[config.mk]
export PLATFORM = sky130hd
export DESIGN_NAME = addr_latch8
export DESIGN_NICKNAME = d
export VERILOG_FILES = /design/src/rtl/addr_latch_pkg.sv /design/src/rtl/al_rst_sync.sv /design/src/rtl/al_mode_dec.sv /design/src/rtl/al_onehot_dec.sv /design/src/rtl/al_store.sv /design/src/rtl/addr_latch8.sv
export SDC_FILE = /design/constraint.sdc
export NUM_CORES = 1
export LEC_CHECK = 0
export CORE_MARGIN = 2
export CORE_UTILIZATION = 40
export DETAILED_ROUTE_END_ITERATION = 7
export PLACE_DENSITY = 0.76
export SYNTH_ARGS = -nofsm -noshare
export SYNTH_HDL_FRONTEND = slang
export SYNTH_SLANG_ARGS = --single-unit
[constraint.sdc]
create_clock -name clk -period 1.7 [get_ports clk]
set_input_delay 0.34 -clock clk [delete_from_list [all_inputs] [get_ports clk]]
set_output_delay 0.34 -clock clk [all_outputs]
set_load 0.05 [all_outputs]
[src/rtl/addr_latch_pkg.sv]
package addr_latch_pkg;

  // Mode code is {le_n, clr_n}.
  typedef enum logic [1:0] {
    MODE_DEMUX = 2'b00,
    MODE_WRITE = 2'b01,
    MODE_CLEAR = 2'b10,
    MODE_HOLD  = 2'b11
  } al_mode_e;

endpackage

[src/rtl/al_rst_sync.sv]
module al_rst_sync #(
  parameter int STAGES = 2
) (
  input  logic clk,
  input  logic rst_n,
  output logic rst_sync_n
);

  logic [STAGES-1:0] chain_q;
  logic [STAGES-1:0] chain_nxt;

  always_comb begin
    chain_nxt = {chain_q[STAGES-2:0], 1'b1};
  end

  always_ff @(posedge clk or negedge rst_n) begin
    if (!rst_n) begin
      chain_q <= '0;
    end else begin
      chain_q <= chain_nxt;
    end
  end

  assign rst_sync_n = chain_q[STAGES-1];

endmodule

[src/rtl/al_mode_dec.sv]
module al_mode_dec
  import addr_latch_pkg::*;
(
  input  logic     le_n,
  input  logic     clr_n,
  output al_mode_e mode
);

  always_comb begin
    unique case ({le_n, clr_n})
      2'b00:   mode = MODE_DEMUX;
      2'b01:   mode = MODE_WRITE;
      2'b10:   mode = MODE_CLEAR;
      default: mode = MODE_HOLD;
    endcase
  end

endmodule

[src/rtl/al_onehot_dec.sv]
module al_onehot_dec #(
  parameter int WIDTH  = 8,
  parameter int ADDR_W = $clog2(WIDTH)
) (
  input  logic [ADDR_W-1:0] addr,
  output logic [WIDTH-1:0]  sel
);

  for (genvar i = 0; i < WIDTH; i++) begin : g_sel
    assign sel[i] = (addr == ADDR_W'(i));
  end

endmodule

[src/rtl/al_store.sv]
module al_store
  import addr_latch_pkg::*;
#(
  parameter int WIDTH = 8
) (
  input  logic             clk,
  input  logic             rst_n,
  input  al_mode_e         mode,
  input  logic [WIDTH-1:0] sel,
  input  logic             din,
  output logic [WIDTH-1:0] store,
  output logic [WIDTH-1:0] merge
);

  logic [WIDTH-1:0] store_q;
  logic [WIDTH-1:0] store_nxt;
  logic             store_en;

  // Stored bits with the selected position replaced by the data line.
  assign merge = (store_q & ~sel) | (sel & {WIDTH{din}});

  always_comb begin
    store_en  = 1'b0;
    store_nxt = store_q;
    case (mode)
      MODE_WRITE: begin
        store_en  = 1'b1;
        store_nxt = merge;
      end
      MODE_CLEAR: begin
        store_en  = 1'b1;
        store_nxt = '0;
      end
      default: begin
        store_en  = 1'b0;
        store_nxt = store_q;
      end
    endcase
  end

  always_ff @(posedge clk or negedge rst_n) begin
    if (!rst_n) begin
      store_q <= '0;
    end else if (store_en) begin
      store_q <= store_nxt;
    end
  end

  assign store = store_q;

  // hold leaves storage unchanged
  p_hold_keep_r4: assert property (@(posedge clk) disable iff (!rst_n)
    (mode == MODE_HOLD) |=> $stable(store_q));

  // demultiplexer mode leaves storage unchanged
  p_demux_keep_r7: assert property (@(posedge clk) disable iff (!rst_n)
    (mode == MODE_DEMUX) |=> $stable(store_q));

  // clear edge zeroes storage
  p_clear_zero_r9: assert property (@(posedge clk) disable iff (!rst_n)
    (mode == MODE_CLEAR) |=> (store_q == '0));

  // a write edge touches only the selected bit
  p_write_only_sel_r3: assert property (@(posedge clk) disable iff (!rst_n)
    (mode == MODE_WRITE) |=> (((store_q ^ $past(store_q)) & ~$past(sel)) == '0));

endmodule

[src/rtl/addr_latch8.sv]
module addr_latch8
  import addr_latch_pkg::*;
#(
  parameter int WIDTH       = 8,
  parameter int ADDR_W      = $clog2(WIDTH),
  parameter int SYNC_STAGES = 2
) (
  input  logic              clk,
  input  logic              rst_n,
  input  logic              din,
  input  logic [ADDR_W-1:0] addr,
  input  logic              le_n,
  input  logic              clr_n,
  output logic [WIDTH-1:0]  q
);

  logic             rst_sync_n;
  al_mode_e         mode;
  logic [WIDTH-1:0] sel;
  logic [WIDTH-1:0] store;
  logic [WIDTH-1:0] merge;

  al_rst_sync #(.STAGES(SYNC_STAGES)) u_rst_sync (
    .clk        (clk),
    .rst_n      (rst_n),
    .rst_sync_n (rst_sync_n)
  );

  al_mode_dec u_mode_dec (
    .le_n  (le_n),
    .clr_n (clr_n),
    .mode  (mode)
  );

  al_onehot_dec #(.WIDTH(WIDTH), .ADDR_W(ADDR_W)) u_addr_dec (
    .addr (addr),
    .sel  (sel)
  );

  al_store #(.WIDTH(WIDTH)) u_store (
    .clk   (clk),
    .rst_n (rst_sync_n),
    .mode  (mode),
    .sel   (sel),
    .din   (din),
    .store (store),
    .merge (merge)
  );

  always_comb begin
    case (mode)
      MODE_WRITE: q = merge;
      MODE_DEMUX: q = sel & {WIDTH{din}};
      MODE_CLEAR: q = '0;
      default:    q = store;
    endcase
  end

  // addressed output follows din, others show storage
  p_write_view_r2: assert property (@(posedge clk) disable iff (!rst_sync_n)
    (mode == MODE_WRITE) |-> ((((q >> addr) & 1) == WIDTH'(din)) &&
                              ((q & ~sel) == (store & ~sel))));

  // demultiplexer output has at most one high bit, at the address
  p_demux_pattern_r5: assert property (@(posedge clk) disable iff (!rst_sync_n)
    (mode == MODE_DEMUX) |-> (($countones(q) == int'(din)) &&
                              (((q >> addr) & 1) == WIDTH'(din))));

  // clear mode drives all outputs low
  p_clear_out_r8: assert property (@(posedge clk) disable iff (!rst_sync_n)
    (mode == MODE_CLEAR) |-> (q == '0));

endmodule

==> flow_metrics.tcl, run 1 <==
set metrics [dict create \
    syn_nets 85 \
    cts_tree "done" \
    setup_tns_ps -42.2 \
    placementRows 14 \
    fp.coreArea_sq_um 1540 \
    cts_hold_buf 0 \
    yosysWarnings 0 \
    pre_cts_slack_ps -503 \
    dpl.hpwl_um 1350 \
    min_path_type "register to asynchronous set/reset pin" \
    drc_errors 0 \
    final_hold_viol_count 0 \
    final_nets 122 \
    cts_max_path_buffers 2 \
    cts_max_level 1 \
    finClkSkew_ps 0.727 \
    yosys.area_share.adder 0.0752 \
    die-area_sq_um 2010 \
    synth-simple-area-share 0.0996 \
    dp_cells 114 \
    status "complete, but fails checks" \
    fin_crit_sh 1.01 \
    grt_pass1_wl_um 3130 \
    p_total_w 0.00115 \
    cts_root_buf "clkbuf_4" \
    wl_per_cell_um 19.0 \
    dr.pass1.iters 4 \
    clk_latency_ps 240 \
    diodes 0 \
    syn_area_sq_um 666 \
    violations "negative setup slack" \
    rsz0062_at_grt "yes" \
    synth.area.mux_share 0.120 \
    initial_core_util 0.432 \
    power_density_nw_per_um2 866 \
    setup_viol 4 \
    fmax_mhz 582 \
    grt_overflow 0 \
    yosysSeqAreaShare 0.376 \
    critPathLaunchType "input pin" \
    holdWs_ps 112 \
    syn_to_final_growth_pct 100 \
    wirelength_um 2360 \
    grt_max_degree 9 \
    dr_total_vias 697 \
    ant_nets 0 \
    fin_ws_ps -18.4 \
    clk_pin_slew_ps 50 \
    drtIter0Drc 12 \
    die_y_um 44.8 \
    clock-sinks 10 \
    port_buffers 15 \
    drive_above_1_share 0.593 \
    grt_antenna_before_repair 0 \
    ys_types 16 \
    gp_congestion 0.784 \
    syn_inst 73 \
    yosys.area_share.xor_xnor 0 \
    final_cells 124 \
    cp.arrival_ps 1380 \
    cts_buffers 3 \
    fp.dieW_um 44.8 \
    post-route-min-period_ps 1720 \
    syn_area_per_cell_sq_um 9.12 \
    p_leak_nw 0.594 \
    synth_top_family_by_area "compound AO/OA/AOI/OAI gates" \
    crit_type "input pin to primary output" \
    io_pins 16 \
    grt_pass1_vias 725 \
    synth_compound_area_frac 0.229 \
    maxSlewViolCount 0 \
    worstPathRequired_ps 1360 \
    cp_max_fo 8 \
    cap_violations 0 \
    routed_via_density 5.62 \
    track_usage 0.211 \
    end_kind "primary output" \
    peakVddDrop_v 0.000755 \
    synth-seq-cells 10 \
]
-- stage by stage --
stage	cell area, sq um	utilization
3_3_place_gp	1160	0.750
5_1_grt	1330	0.865
4_1_cts	1270	0.826
3_5_place_dp	1160	0.750
2_1_floorplan	813	-
6_report	1330	0.865
-- sequential cells by signal, summed over array words and instances, names as in the netlist --
register and cells:
u_rst_sync.chain_q 2, u_store.store 8
-- cell usage in the layout (no fill, tap or decap), drive strengths merged --
cell and count:
inv 10, or3b 3, or3 1, nand3b 3, o22ai 16, nand3 1
dfrtp 10, ha 4, dlygate4sd2 1, clkbuf 3, and2 1, mux2i 8
clkinv 1, a21oi 8, buf 35, conb 1, clkdlybuf4s50 1, o211ai 1
-- critical path, stage by stage --
cell      delay [ps]
buf_8            110
buf_6            110
ha_4             180
o211ai_4         180
buf_12           190
o22ai_4          100
buf_12           160
-- synthesized netlist by cell type, drive strengths merged --
library cell,instances,area share
a21oi,8,0.060
and2,1,0.0094
buf,3,0.021
clkbuf,2,0.011
conb,1,0.0056
dfrtp,10,0.38
ha,4,0.075
inv,11,0.062
mux2i,8,0.12
nand3,1,0.0075
nand3b,3,0.034
o211ai,1,0.019
o22ai,16,0.15
or3,1,0.0094
or3b,3,0.039
-- cells by family after synthesis --
family,after synthesis
flops,10
other cells,1
simple gates,9
mux,8
compound gates,25
buf+inv,16
fa+ha+maj,4
-- report_power, final --
group	internal [W]	switching, W	total (W)
combinational	0.000315	0.000369	0.000684
sequential	0.000298	0.0000349	0.000333
clock	0.0000803	0.0000573	0.000138
-- worst paths after layout --
check / slack [ps] / end / depth (start not counted) / startpoint
setup / recovery: -20 / q[1] / 7 / clr_n
hold / removal: 110 / u_store.store[0] / 0 / u_rst_sync.chain_q[1]
setup reg to reg: 900 / u_store.store[0] / 2 / u_store.store[0]
hold reg to reg: 110 / u_store.store[0] / 0 / u_rst_sync.chain_q[1]
max in group asynchronous: 1330 / u_rst_sync.chain_q[1] / 1 / rst_n
min in group clk: 360 / u_rst_sync.chain_q[1] / 0 / u_rst_sync.chain_q[0]
-- area by class of cell --
type,instances,area (sq um)
Clock buffer,3,22.5
Tap cell,16,20.0
Sequential cell,10,250
Multi-Input combinational cell,47,567
Timing Repair Buffer,37,428
Fill cell,76,208
Inverter,11,46.3
-- routing by layer --
| metal | share of wire | wire [um] | vias up | GRT usage |
|---|---|---|---|---|
| met1 | 0.45 | 1070 | 335 | 0.256 |
| li1 | - | - | 336 | - |
| met5 | 0 | 0 | - | 0 |
| met4 | 0.016 | 38 | 0 | 0.106 |
| met3 | 0.036 | 86 | 4 | 0.0240 |
| met2 | 0.49 | 1160 | 22 | 0.368 |
-- what timing repair did --
item,in CTS,in global routing
setup endpoints to repair,11,8
pin swaps,6,7
resized for setup,43,12
setup buffers,5,2
gates cloned,0,0
Power figures use the tool's default switching activity.
==> inputs of run 2 (changes only) <==
CORE_UTILIZATION = 47   (was 40)
SETUP_SLACK_MARGIN = 0.5   (was unset)
==> flow_metrics.tcl, run 2 <==
set metrics [dict create \
    tool.error "[ERROR DPL-0038] Utilization greater than 100%, impossible to legalize" \
    syn_inst 73 \
    synth_ff_type "dfrtp_1" \
    die_y_um 41.6 \
    fp.dieW_um 41.6 \
    status "aborted with a tool error" \
    dpl.hpwl_um 1570 \
    initial_core_util 0.505 \
    cts_resized 42 \
    port_buffers 15 \
    lastStage "clock tree synthesis" \
    cts_buffers 3 \
    synth_edf_count 0 \
    cts_max_level 1 \
    yosys.area.top_type_share 0.376 \
    cts_max_path_buffers 2 \
    syn_nets 85 \
    synth-seq-cells 10 \
    gp_congestion 0.784 \
    syn_area_sq_um 666 \
    post_cts_buffers 4 \
    yosysMostFrequentCell "o22ai_1" \
    ys_async_sr_fraction 1.00 \
    yosysSeqAreaShare 0.376 \
    syn_area_per_cell_sq_um 9.12 \
    cts_root_buf "clkbuf_4" \
    synth_common_cells "16 x o22ai_1, 11 x inv_1, 10 x dfrtp_1" \
    io_pins 16 \
    synth_area_leader_cell "dfrtp_1" \
    yosysWarnings 0 \
    clock-sinks 10 \
    cts_hold_buf 0 \
    ys_types 16 \
    synthTopCellsByArea "dfrtp_1 38%, o22ai_1 15%, mux2i_1 12%, ha_1 7.5%, inv_1 6.2%" \
    placementRows 13 \
]
run 2: cell counts after synthesis:
Identical to the previous run, type by type.
run 2: logic make-up after synthesis:
| logic type | after synthesis | synth area share |
|---|---|---|
| compound gates | 25 | 0.229 |
| buf+inv | 16 | 0.0940 |
| flops | 10 | 0.376 |
| simple gates | 9 | 0.0996 |
| mux | 8 | 0.120 |
| fa+ha+maj | 4 | 0.0752 |
| other cells | 1 | 0.00563 |
run 2: per-stage QoR:
stage	hold WS [ps]	worst slack [ps]	instances	cell area (sq um)	util
after detailed placement	145	-541	117	1190	0.907
after global placement	139	-474	117	1190	0.907
after floorplan	44.4	7.03	73	836	-
==> inputs of run 3 (changes only) <==
CORE_AREA = 2 2 63 65   (was unset)
CORE_MARGIN = unset   (was 2)
CORE_UTILIZATION = unset   (was 47)
DIE_AREA = 0 0 65 67   (was unset)
PLACE_DENSITY = unset   (was 0.76)
PLACE_DENSITY_LB_ADDON = 0.15   (was unset)
SETUP_SLACK_MARGIN = unset   (was 0.5)
==> flow_metrics.tcl, run 3 (synthesized netlist as in run 1, its figures left out) <==
set metrics [dict create \
    peakVddDrop_v 0.000629 \
    final_hold_viol_count 0 \
    end_kind "primary output" \
    dr_total_vias 675 \
    startpoint "le_n" \
    p_sw_frac 0.362 \
    cap_violations 0 \
    status "completed" \
    wirelength_um 1870 \
    maxSlewViolCount 0 \
    p_comb_frac 0.507 \
    layout_common_cells "17 x buf_4, 10 x dfrtp_1, 9 x buf_12" \
    dpl.hpwl_um 1430 \
    wl_per_cell_um 12.1 \
    track_usage 0.0943 \
    die_y_um 67 \
    cp.arrival_ps 1320 \
    cts_max_path_buffers 2 \
    drc_errors 0 \
    grt_pass1_wl_um 3070 \
    fp.dieW_um 65 \
    seqPwrFrac 0.260 \
    min_path_type "register to asynchronous set/reset pin" \
    placementRows 22 \
    fin_crit_sh 0.979 \
    final_common_cell "buf_4" \
    finalInstanceArea_sq_um 1360 \
    drtIter0Drc 32 \
    post-route-min-period_ps 1660 \
    diodes 0 \
    dr.pass1.iters 4 \
    p_leak_nw 0.591 \
    cp_max_fo 8 \
    routed_via_density 4.35 \
    ant_nets 0 \
    fin_ws_ps 36.3 \
    fmax_mhz 601 \
    seqCellArea_sq_um 250 \
    fillers 368 \
    clock-sinks 10 \
    port_buffers 15 \
    worstPathRequired_ps 1360 \
    io_pins 16 \
    multi_input_area_sq_um 538 \
    die-area_sq_um 4360 \
    syn_to_final_growth_pct 104 \
    grt_antenna_before_repair 0 \
    setup_viol 0 \
    grt_max_degree 9 \
    cts_max_level 1 \
    pre_cts_slack_ps -480 \
    critPathLaunchType "input pin" \
    final_nets 120 \
    holdWs_ps 144 \
    largest_register_ffs 8 \
    cts_hold_buf 0 \
    placed_cell_area_sq_um 1210 \
    internal-power_w 0.000809 \
    cts_tree "done" \
    drive_above_1_share 0.589 \
    regToRegStartpoint "u_store.store[6]" \
    grt_overflow 0 \
    grt_pass1_vias 677 \
    cts_buffers 3 \
    clk_pin_slew_ps 50 \
    power.switching_w 0.000458 \
    clk_latency_ps 230 \
    fp.coreArea_sq_um 3610 \
    pwr-share-clk 0.233 \
    cts_root_buf "clkbuf_8" \
    finClkSkew_ps 1.16 \
    final_util 0.376 \
    crit_type "input pin to primary output" \
    power_density_nw_per_um2 935 \
    initial_core_util 0.185 \
    gp_congestion 0.680 \
]
## run 3: through the flow
| step | power (W) | TNS (ps) | std cells |
|---|---|---|---|
| finish | 0.00127 | 0 | 155 |
| global route | 0.00134 | -1.43 | 155 |
| CTS | 0.00128 | 0 | 154 |
| detailed placement | 0.000961 | -6030 | 148 |
| global placement | 0.000957 | -5880 | 148 |
| floorplan | 0.000708 | 0 | 73 |
## run 3: final cells by class
class,count,area share
clock buffers,4,0.0406
inverters,11,0.0342
multi-input cells,47,0.397
flip-flops and latches,10,0.185
well taps,48,0.0443
repair buffers,35,0.299
## run 3: path summary, 6_finish.rpt
kind | endpoint | slack [ps] | depth (start not counted)
min | u_store.store[5] | 140 | 0
max | q[3] | 40 | 7
min reg2reg | u_store.store[5] | 140 | 0
max reg2reg | u_store.store[6] | 960 | 2
max in group asynchronous | u_store.store[1] | 1300 | 0
min in group clk | u_rst_sync.chain_q[1] | 350 | 0
## run 3: critical path, stage by stage
cell      delay [ps]
buf_4            140
inv_6             50
ha_4             170
o211ai_4         100
buf_12           160
o22ai_4          190
buf_12           160
## run 3: power groups by stage
stage	Sequential, W	Clock [W]	Combinational, W
final	0.000329	0.000295	0.000643
after global routing	0.000337	0.000320	0.000683
after CTS	0.000330	0.000311	0.000641
after detailed placement	0.000334	0	0.000627
after global placement	0.000332	0	0.000625
after floorplan	0.000326	0	0.000382
## run 3: timing repair
action / in CTS / in global routing
pin swaps: 6 / 7
endpoints found under the setup margin: 16 / 8
buffers inserted: 2 / 1
gates resized for setup: 37 / 12
## run 3: routing by layer
metal  track usage  up-vias  part of all wire
met5             0        -                 0
met4        0.0266        0             0.017
met3        0.0287        4             0.038
met2         0.160       13              0.50
met1         0.115      324              0.44
li1              -      334                 -
